[src/rtl/gpio_irq_pkg.sv]
package gpio_irq_pkg;
  // word indices of the register map
  localparam int unsigned IDX_IEN   = 0;
  localparam int unsigned IDX_STAT  = 1;
  localparam int unsigned IDX_DISP  = 2;
  localparam int unsigned IDX_ICLR  = 3;
  localparam int unsigned IDX_MSET  = 4;
  localparam int unsigned IDX_MCLR  = 5;
  localparam int unsigned IDX_DOUT  = 6;
  localparam int unsigned IDX_DIN   = 7;
  localparam int unsigned IDX_DIR   = 8;
  localparam int unsigned IDX_MODE0 = 9;
  localparam int unsigned IDX_MODE1 = 10;
  localparam int unsigned IDX_SRST  = 11;

  localparam int unsigned MODE_W      = 3;
  localparam int unsigned FIELD_W     = 4;
  localparam int unsigned PINS_PER_MR = 8;

  // bit 2 of the mode selects both-edge detection, overriding these
  typedef enum logic [1:0] {
    DET_FALL = 2'b00,
    DET_RISE = 2'b01,
    DET_LOW  = 2'b10,
    DET_HIGH = 2'b11
  } det_kind_e;
endpackage

[src/rtl/gpio_sync.sv]
module gpio_sync #(
  parameter int unsigned W      = 16,
  parameter int unsigned STAGES = 2
) (
  input  logic         clk_i,
  input  logic         rst_ni,
  input  logic [W-1:0] d_i,
  output logic [W-1:0] q_o
);
  logic [W-1:0] stage_q [STAGES];

  for (genvar s = 0; s < STAGES; s++) begin : g_stage
    always_ff @(posedge clk_i or negedge rst_ni) begin
      if (!rst_ni) stage_q[s] <= '0;
      else if (s == 0) stage_q[s] <= d_i;
      else stage_q[s] <= stage_q[(s == 0) ? 0 : s-1];
    end
  end

  assign q_o = stage_q[STAGES-1];
endmodule

[src/rtl/gpio_pin_detect.sv]
module gpio_pin_detect
  import gpio_irq_pkg::*;
(
  input  logic              clk_i,
  input  logic              rst_ni,
  input  logic              level_i,
  input  logic [MODE_W-1:0] mode_i,
  input  logic              en_i,
  input  logic              clr_i,
  input  logic              flush_i,
  output logic              status_o
);
  logic prev_q;
  logic hit;
  logic status_q;

  always_comb begin
    if (mode_i[2]) begin
      hit = prev_q ^ level_i;
    end else begin
      unique case (det_kind_e'(mode_i[1:0]))
        DET_FALL: hit = prev_q & ~level_i;
        DET_RISE: hit = ~prev_q & level_i;
        DET_LOW:  hit = ~level_i;
        DET_HIGH: hit = level_i;
        default:  hit = 1'b0;
      endcase
    end
  end

  always_ff @(posedge clk_i or negedge rst_ni) begin
    if (!rst_ni) begin
      prev_q   <= 1'b0;
      status_q <= 1'b0;
    end else begin
      prev_q <= level_i;
      if (flush_i)           status_q <= 1'b0;
      else if (en_i && hit)  status_q <= 1'b1;  // new event beats clear
      else if (clr_i)        status_q <= 1'b0;
    end
  end

  assign status_o = status_q;
endmodule

[src/rtl/gpio_irq_port.sv]
module gpio_irq_port
  import gpio_irq_pkg::*;
#(
  parameter int unsigned NUM_PINS    = 16,
  parameter int unsigned ADDR_W      = 6,
  parameter int unsigned SYNC_STAGES = 2
) (
  input  logic                clk_i,
  input  logic                rst_ni,
  input  logic [NUM_PINS-1:0] pins_i,
  output logic [NUM_PINS-1:0] pins_o,
  output logic [NUM_PINS-1:0] pins_oe_o,
  input  logic                wr_en_i,
  input  logic [ADDR_W-1:0]   addr_i,
  input  logic [31:0]         wdata_i,
  output logic [31:0]         rdata_o,
  output logic                irq_o
);
  localparam int unsigned W     = NUM_PINS;
  localparam int unsigned IDX_W = ADDR_W - 2;

  logic [IDX_W-1:0] idx;
  logic             aligned;
  logic             wr_ok;

  logic [W-1:0]             en_q, mask_q, dout_q, dir_q;
  logic [W-1:0][MODE_W-1:0] mode_q;
  logic                     srst_q;
  logic [W-1:0]             din_sync;
  logic [W-1:0]             status_w;
  logic [W-1:0]             clr_w;
  logic [W-1:0]             disp_w;
  logic [31:0]              mode0_rd, mode1_rd;

  assign idx     = addr_i[ADDR_W-1:2];
  assign aligned = (addr_i[1:0] == 2'b00);
  assign wr_ok   = wr_en_i && aligned;

  function automatic logic hit_idx(input logic [IDX_W-1:0] i, input int unsigned k);
    return i == IDX_W'(k);
  endfunction

  // software reset bit
  always_ff @(posedge clk_i or negedge rst_ni) begin
    if (!rst_ni) srst_q <= 1'b0;
    else if (wr_ok && hit_idx(idx, IDX_SRST)) srst_q <= wdata_i[0];
  end

  // control registers
  always_ff @(posedge clk_i or negedge rst_ni) begin
    if (!rst_ni) begin
      en_q   <= '0;
      mask_q <= '0;
      dout_q <= '0;
      dir_q  <= '0;
      mode_q <= '0;
    end else if (srst_q) begin
      en_q   <= '0;
      mask_q <= '0;
      dout_q <= '0;
      dir_q  <= '0;
      mode_q <= '0;
    end else if (wr_ok) begin
      if (hit_idx(idx, IDX_IEN))  en_q   <= wdata_i[W-1:0];
      if (hit_idx(idx, IDX_MSET)) mask_q <= mask_q | wdata_i[W-1:0];
      if (hit_idx(idx, IDX_MCLR)) mask_q <= mask_q & ~wdata_i[W-1:0];
      if (hit_idx(idx, IDX_DOUT)) dout_q <= wdata_i[W-1:0];
      if (hit_idx(idx, IDX_DIR))  dir_q  <= wdata_i[W-1:0];
      for (int n = 0; n < int'(W); n++) begin
        if (n < int'(PINS_PER_MR) && hit_idx(idx, IDX_MODE0))
          mode_q[n] <= wdata_i[FIELD_W*(n % PINS_PER_MR) +: MODE_W];
        if (n >= int'(PINS_PER_MR) && hit_idx(idx, IDX_MODE1))
          mode_q[n] <= wdata_i[FIELD_W*(n % PINS_PER_MR) +: MODE_W];
      end
    end
  end

  gpio_sync #(
    .W      (W),
    .STAGES (SYNC_STAGES)
  ) i_sync (
    .clk_i  (clk_i),
    .rst_ni (rst_ni),
    .d_i    (pins_i),
    .q_o    (din_sync)
  );

  assign clr_w = (wr_ok && hit_idx(idx, IDX_ICLR)) ? wdata_i[W-1:0] : '0;

  for (genvar p = 0; p < W; p++) begin : g_pin
    gpio_pin_detect i_det (
      .clk_i    (clk_i),
      .rst_ni   (rst_ni),
      .level_i  (din_sync[p]),
      .mode_i   (mode_q[p]),
      .en_i     (en_q[p]),
      .clr_i    (clr_w[p]),
      .flush_i  (srst_q),
      .status_o (status_w[p])
    );
  end

  assign disp_w = status_w & ~mask_q;
  assign irq_o  = |disp_w;

  assign pins_o    = dout_q;
  assign pins_oe_o = dir_q;

  always_comb begin
    mode0_rd = '0;
    mode1_rd = '0;
    for (int n = 0; n < int'(W); n++) begin
      if (n < int'(PINS_PER_MR)) mode0_rd[FIELD_W*(n % PINS_PER_MR) +: MODE_W] = mode_q[n];
      else                       mode1_rd[FIELD_W*(n % PINS_PER_MR) +: MODE_W] = mode_q[n];
    end
  end

  always_comb begin
    rdata_o = '0;
    if (aligned) begin
      unique case (int'(idx))
        IDX_IEN:   rdata_o = 32'(en_q);
        IDX_STAT:  rdata_o = 32'(status_w);
        IDX_DISP:  rdata_o = 32'(disp_w);
        IDX_MSET,
        IDX_MCLR:  rdata_o = 32'(mask_q);
        IDX_DOUT:  rdata_o = 32'(dout_q);
        IDX_DIN:   rdata_o = 32'(din_sync);
        IDX_DIR:   rdata_o = 32'(dir_q);
        IDX_MODE0: rdata_o = mode0_rd;
        IDX_MODE1: rdata_o = mode1_rd;
        IDX_SRST:  rdata_o = 32'(srst_q);
        default:   rdata_o = '0;
      endcase
    end
  end
endmodule

[config.mk]
export PLATFORM = sky130hd
export DESIGN_NAME = gpio_irq_port
export DESIGN_NICKNAME = d
export VERILOG_FILES = /design/src/rtl/gpio_irq_pkg.sv /design/src/rtl/gpio_sync.sv /design/src/rtl/gpio_pin_detect.sv /design/src/rtl/gpio_irq_port.sv
export SDC_FILE = /design/constraint.sdc
export NUM_CORES = 1
export LEC_CHECK = 0
export BUFFER_PORTS_ARGS = -buffer_cell sky130_fd_sc_hd__buf_2
export CORE_ASPECT_RATIO = 1.75
export CORE_MARGIN = 2
export CORE_UTILIZATION = 40
export CTS_CLUSTER_DIAMETER = 30
export DETAILED_ROUTE_END_ITERATION = 10
export GPL_TIMING_DRIVEN = 0
export PLACE_DENSITY_LB_ADDON = 0.3
export SETUP_SLACK_MARGIN = 0.5
export SLEW_MARGIN = 15
export SYNTH_ARGS = -nofsm -noshare
export SYNTH_HDL_FRONTEND = slang
export SYNTH_SLANG_ARGS = --single-unit
[constraint.sdc]
create_clock -name clk_i -period 2.8 [get_ports clk_i]
set_input_delay 0.28 -clock clk_i [delete_from_list [all_inputs] [get_ports clk_i]]
set_output_delay 0.28 -clock clk_i [all_outputs]
set_load 0.05 [all_outputs]
==> out/qor.txt <==
status = complete, no violations
Arr. time, crit path = 2.26 ns
Crit. End Element = primary output
Core Area = 22700 um2
Die H = 205 um
Final Total Pwr = 6.90 mW
largest net degree at the start of global routing = 68
clk buf depth = 2
worst-margin pin slew = 0.966 ns
Placer Congestion = 0.997
total gr overflow = 0
post-route core utilization = 0.504
Die ar. = 24400 um2
area grow syn2layout = 24.0%
worst hold path class = in -> reg
number of detailed-routing iterations run before antenna repair = 9
DR iter-0 viols = 773
CTS tree = yes
DIE WIDTH = 119 um
fmax = 393 MHz
antenna violations before repair = 1
unrepaired setup endpoints after global routing = yes
Syn Inst Count = 986
#FFs+latches synth = 177
setup TNS = 0 ns
routed vias/inst = 5.78
H-tree levels = 4
routed wire length = 35400 um
met1 GRT Util = 0.330
met3 usage = 0.0473
first-pass GRT wire length = 51700 um
via count = 8405
busiest grt layer = met2
ANT nets after route = 0
Core Rows = 73
cell leakage power = 5.27 nW
CTS buffer count = 17
vias in the first global route = 8136
CP cell instances = nor2b_4, or4_4, nor4_4, nand3_2, buf_6
Final #Nets = 1228
Clk Latency, worst-skew pair = 0.46 ns
CTS clock-pin slew for the worst setup and hold paths = 0.07 ns
worst-path fanout max = 3
Yosys Warn Count = 0
I/O Buffers = 101
share of cells above drive strength 1 = 0.213
initial core utilization = 0.407
Final period util = 0.909
dpl hpwl = 25300 um
slowest cell on the critical path = or4_4
# DRC = 0
power per cell area = 602 nW/um2
startpoint types = flip-flop
worst setup path category = reg -> out
fin. max-slew vios = 0
FILL cells = 2148
clk_skew = 0.0130 ns
IO Pins = 122
Post-synth ARST share = 1.00
clock sink count = 177
sequential area share after synthesis = 0.479
clk root buf = clkbuf_16
min Tclk post-route = 2.54 ns
Mapped Area = 9250 um2
Main synth FF type = dfrtp_1
Rel. slew slack = 0.356
maximum vdd ir drop = 0.411 mV
Hold Vio Cnt, Final = 0
WL/cell = 24.3 um
M2 GR Usage = 0.493
synthesized area per cell = 9.38 um2
Hold Slack = 0.0608 ns
Netlist cell types = 57
Slowest Stage Delay on Critical Path = 0.55 ns
Global Route Usage Sum = 0.293
Worst Path Required = 2.52 ns
Post-synth EDFFs = 0
max_cap viols = 0
final setup violation count = 0
-- layer usage --
metal / wire (um) / share of wire
met1: 12700 / 0.36
met3: 2290 / 0.065
met2: 17300 / 0.49
met5: 0 / 0
met4: 3070 / 0.087
-- area by class of cell --
cell class                 count  area (um2)  area share
buffer                        79         475      0.0415
multi-input combinational    672        4420       0.386
sequential                   177        4430       0.387
clock inverter                15         208      0.0181
antenna                        1        2.50    0.000218
timing repair buffer         131         897      0.0782
clock buffer                  17         425      0.0371
tap                          300         375      0.0327
inverter                      61         229      0.0200
-- final timing paths --
path                       slack (ns)  cells past startpoint                      endpoint                                 start
max in group asynchronous        1.44                      4      i_sync.q_o[10]$_DFF_PN0_                                rst_ni
max reg2reg                      0.77                      4           en_q[3]$_DFFE_PN0P_                    srst_q$_DFFE_PN0P_
min                              0.06                      3      mode0_rd[21]$_DFFE_PN0P_                           wdata_i[21]
min reg2reg                      0.35                      0      i_sync.q_o[14]$_DFF_PN0_          i_sync.stage_q[30]$_DFF_PN0_
max                              0.26                      5                         irq_o  g_pin[13].i_det.status_o$_DFFE_PN0P_
min in group asynchronous        0.30                      2  i_sync.stage_q[23]$_DFF_PN0_                                rst_ni
-- cell usage after synthesis (3+ instances only) --
| library cell | number | area (um2) |
|---|---|---|
| nor3b_1 | 5 | 37.5 |
| nand3_1 | 8 | 40.0 |
| inv_1 | 61 | 229 |
| a32oi_1 | 7 | 61.3 |
| o21ai_0 | 42 | 210 |
| nor2_2 | 6 | 37.5 |
| and2_1 | 6 | 37.5 |
| a22oi_1 | 21 | 158 |
| a22o_1 | 28 | 245 |
| nor3_1 | 4 | 20.0 |
| nor2b_1 | 13 | 81.3 |
| xor2_1 | 14 | 123 |
| ha_1 | 32 | 400 |
| a221oi_1 | 7 | 61.3 |
| a31oi_1 | 17 | 106 |
| mux2_2 | 6 | 67.6 |
| nand2_1 | 196 | 736 |
| a222oi_1 | 5 | 50.1 |
| a21oi_1 | 97 | 485 |
| nor2_1 | 37 | 139 |
| nand4_1 | 3 | 18.8 |
| clkbuf_1 | 39 | 146 |
| nor3b_2 | 3 | 37.5 |
| a211o_1 | 4 | 35.0 |
| a32o_1 | 7 | 70.1 |
| dfrtp_1 | 177 | 4430 |
| buf_4 | 14 | 105 |
| o211ai_1 | 14 | 105 |
| buf_2 | 24 | 120 |
| mux2i_1 | 51 | 510 |
-- through the flow --
stage / instances / instance area [um2] / setup slack [ns]
detailed placement: 1392 / 10200 / -0.0721
floorplan: 989 / 9280 / 0.450
finish: 1453 / 11500 / 0.256
CTS: 1445 / 11300 / 0.292
global route: 1453 / 11500 / 0.276
global placement: 1390 / 10200 / -1.52
-- registers in the layout (all words and copies together) (netlist names) --
register,flops
mode1_rd,24
i_sync.stage_q,16
srst_q,1
mask_q,16
pins_o,16
g_pin.i_det.prev_q,16
i_sync.q_o,16
pins_oe_o,16
g_pin.i_det.status_o,16
mode0_rd,24
en_q,16
-- timing repair --
action	CTS	global route
pin swaps	7	9
hold buffers	17	0
setup buffers	4	6
gates resized for setup	52	41
endpoints found under the setup margin	39	21
endpoints found under the hold margin	61	0
gates cloned	0	1
-- worst max-delay path, delay by kind of cell (launching register included) --
kind                   cells  cell delay (ns)
AND/OR/NAND/NOR            4             1.20
flip-flops                 1             0.41
buffers and inverters      1             0.19
-- where the power goes --
part           total, mW  leakage, nW  switching, mW  internal (mW)
Clock               2.63        0.307           1.12           1.51
Sequential          2.97         2.33          0.223           2.75
Combinational       1.30         2.63          0.852          0.448
Total               6.90         5.27           2.19           4.71
-- placed cells by master, fill, tap and decap left out, types with 29 or more instances in the layout --
cell        n
nor2_1     36
clkbuf_1   33
inv_1      61
mux2i_1    49
o21ai_0    42
buf_2     102
buf_4      29
nand2_1   196
a21oi_1    97
ha_1       32
dfrtp_1   173
-- cells by family (layout without fill, tap and decap cells) --
group / after synthesis / after routing / share of synthesized area
AND/OR/NAND/NOR: 299 / 299 / 0.148
AO/OA/AOI/OAI: 266 / 266 / 0.186
flip-flops: 177 / 177 / 0.479
buffers and inverters: 140 / 303 / 0.0674
multiplexers: 57 / 57 / 0.0625
adder cells (fa/ha/maj): 32 / 32 / 0.0433
XOR/XNOR: 14 / 14 / 0.0133
other: 1 / 5 / 0.000406
No activity file was read; power rests on OpenSTA's default activity.
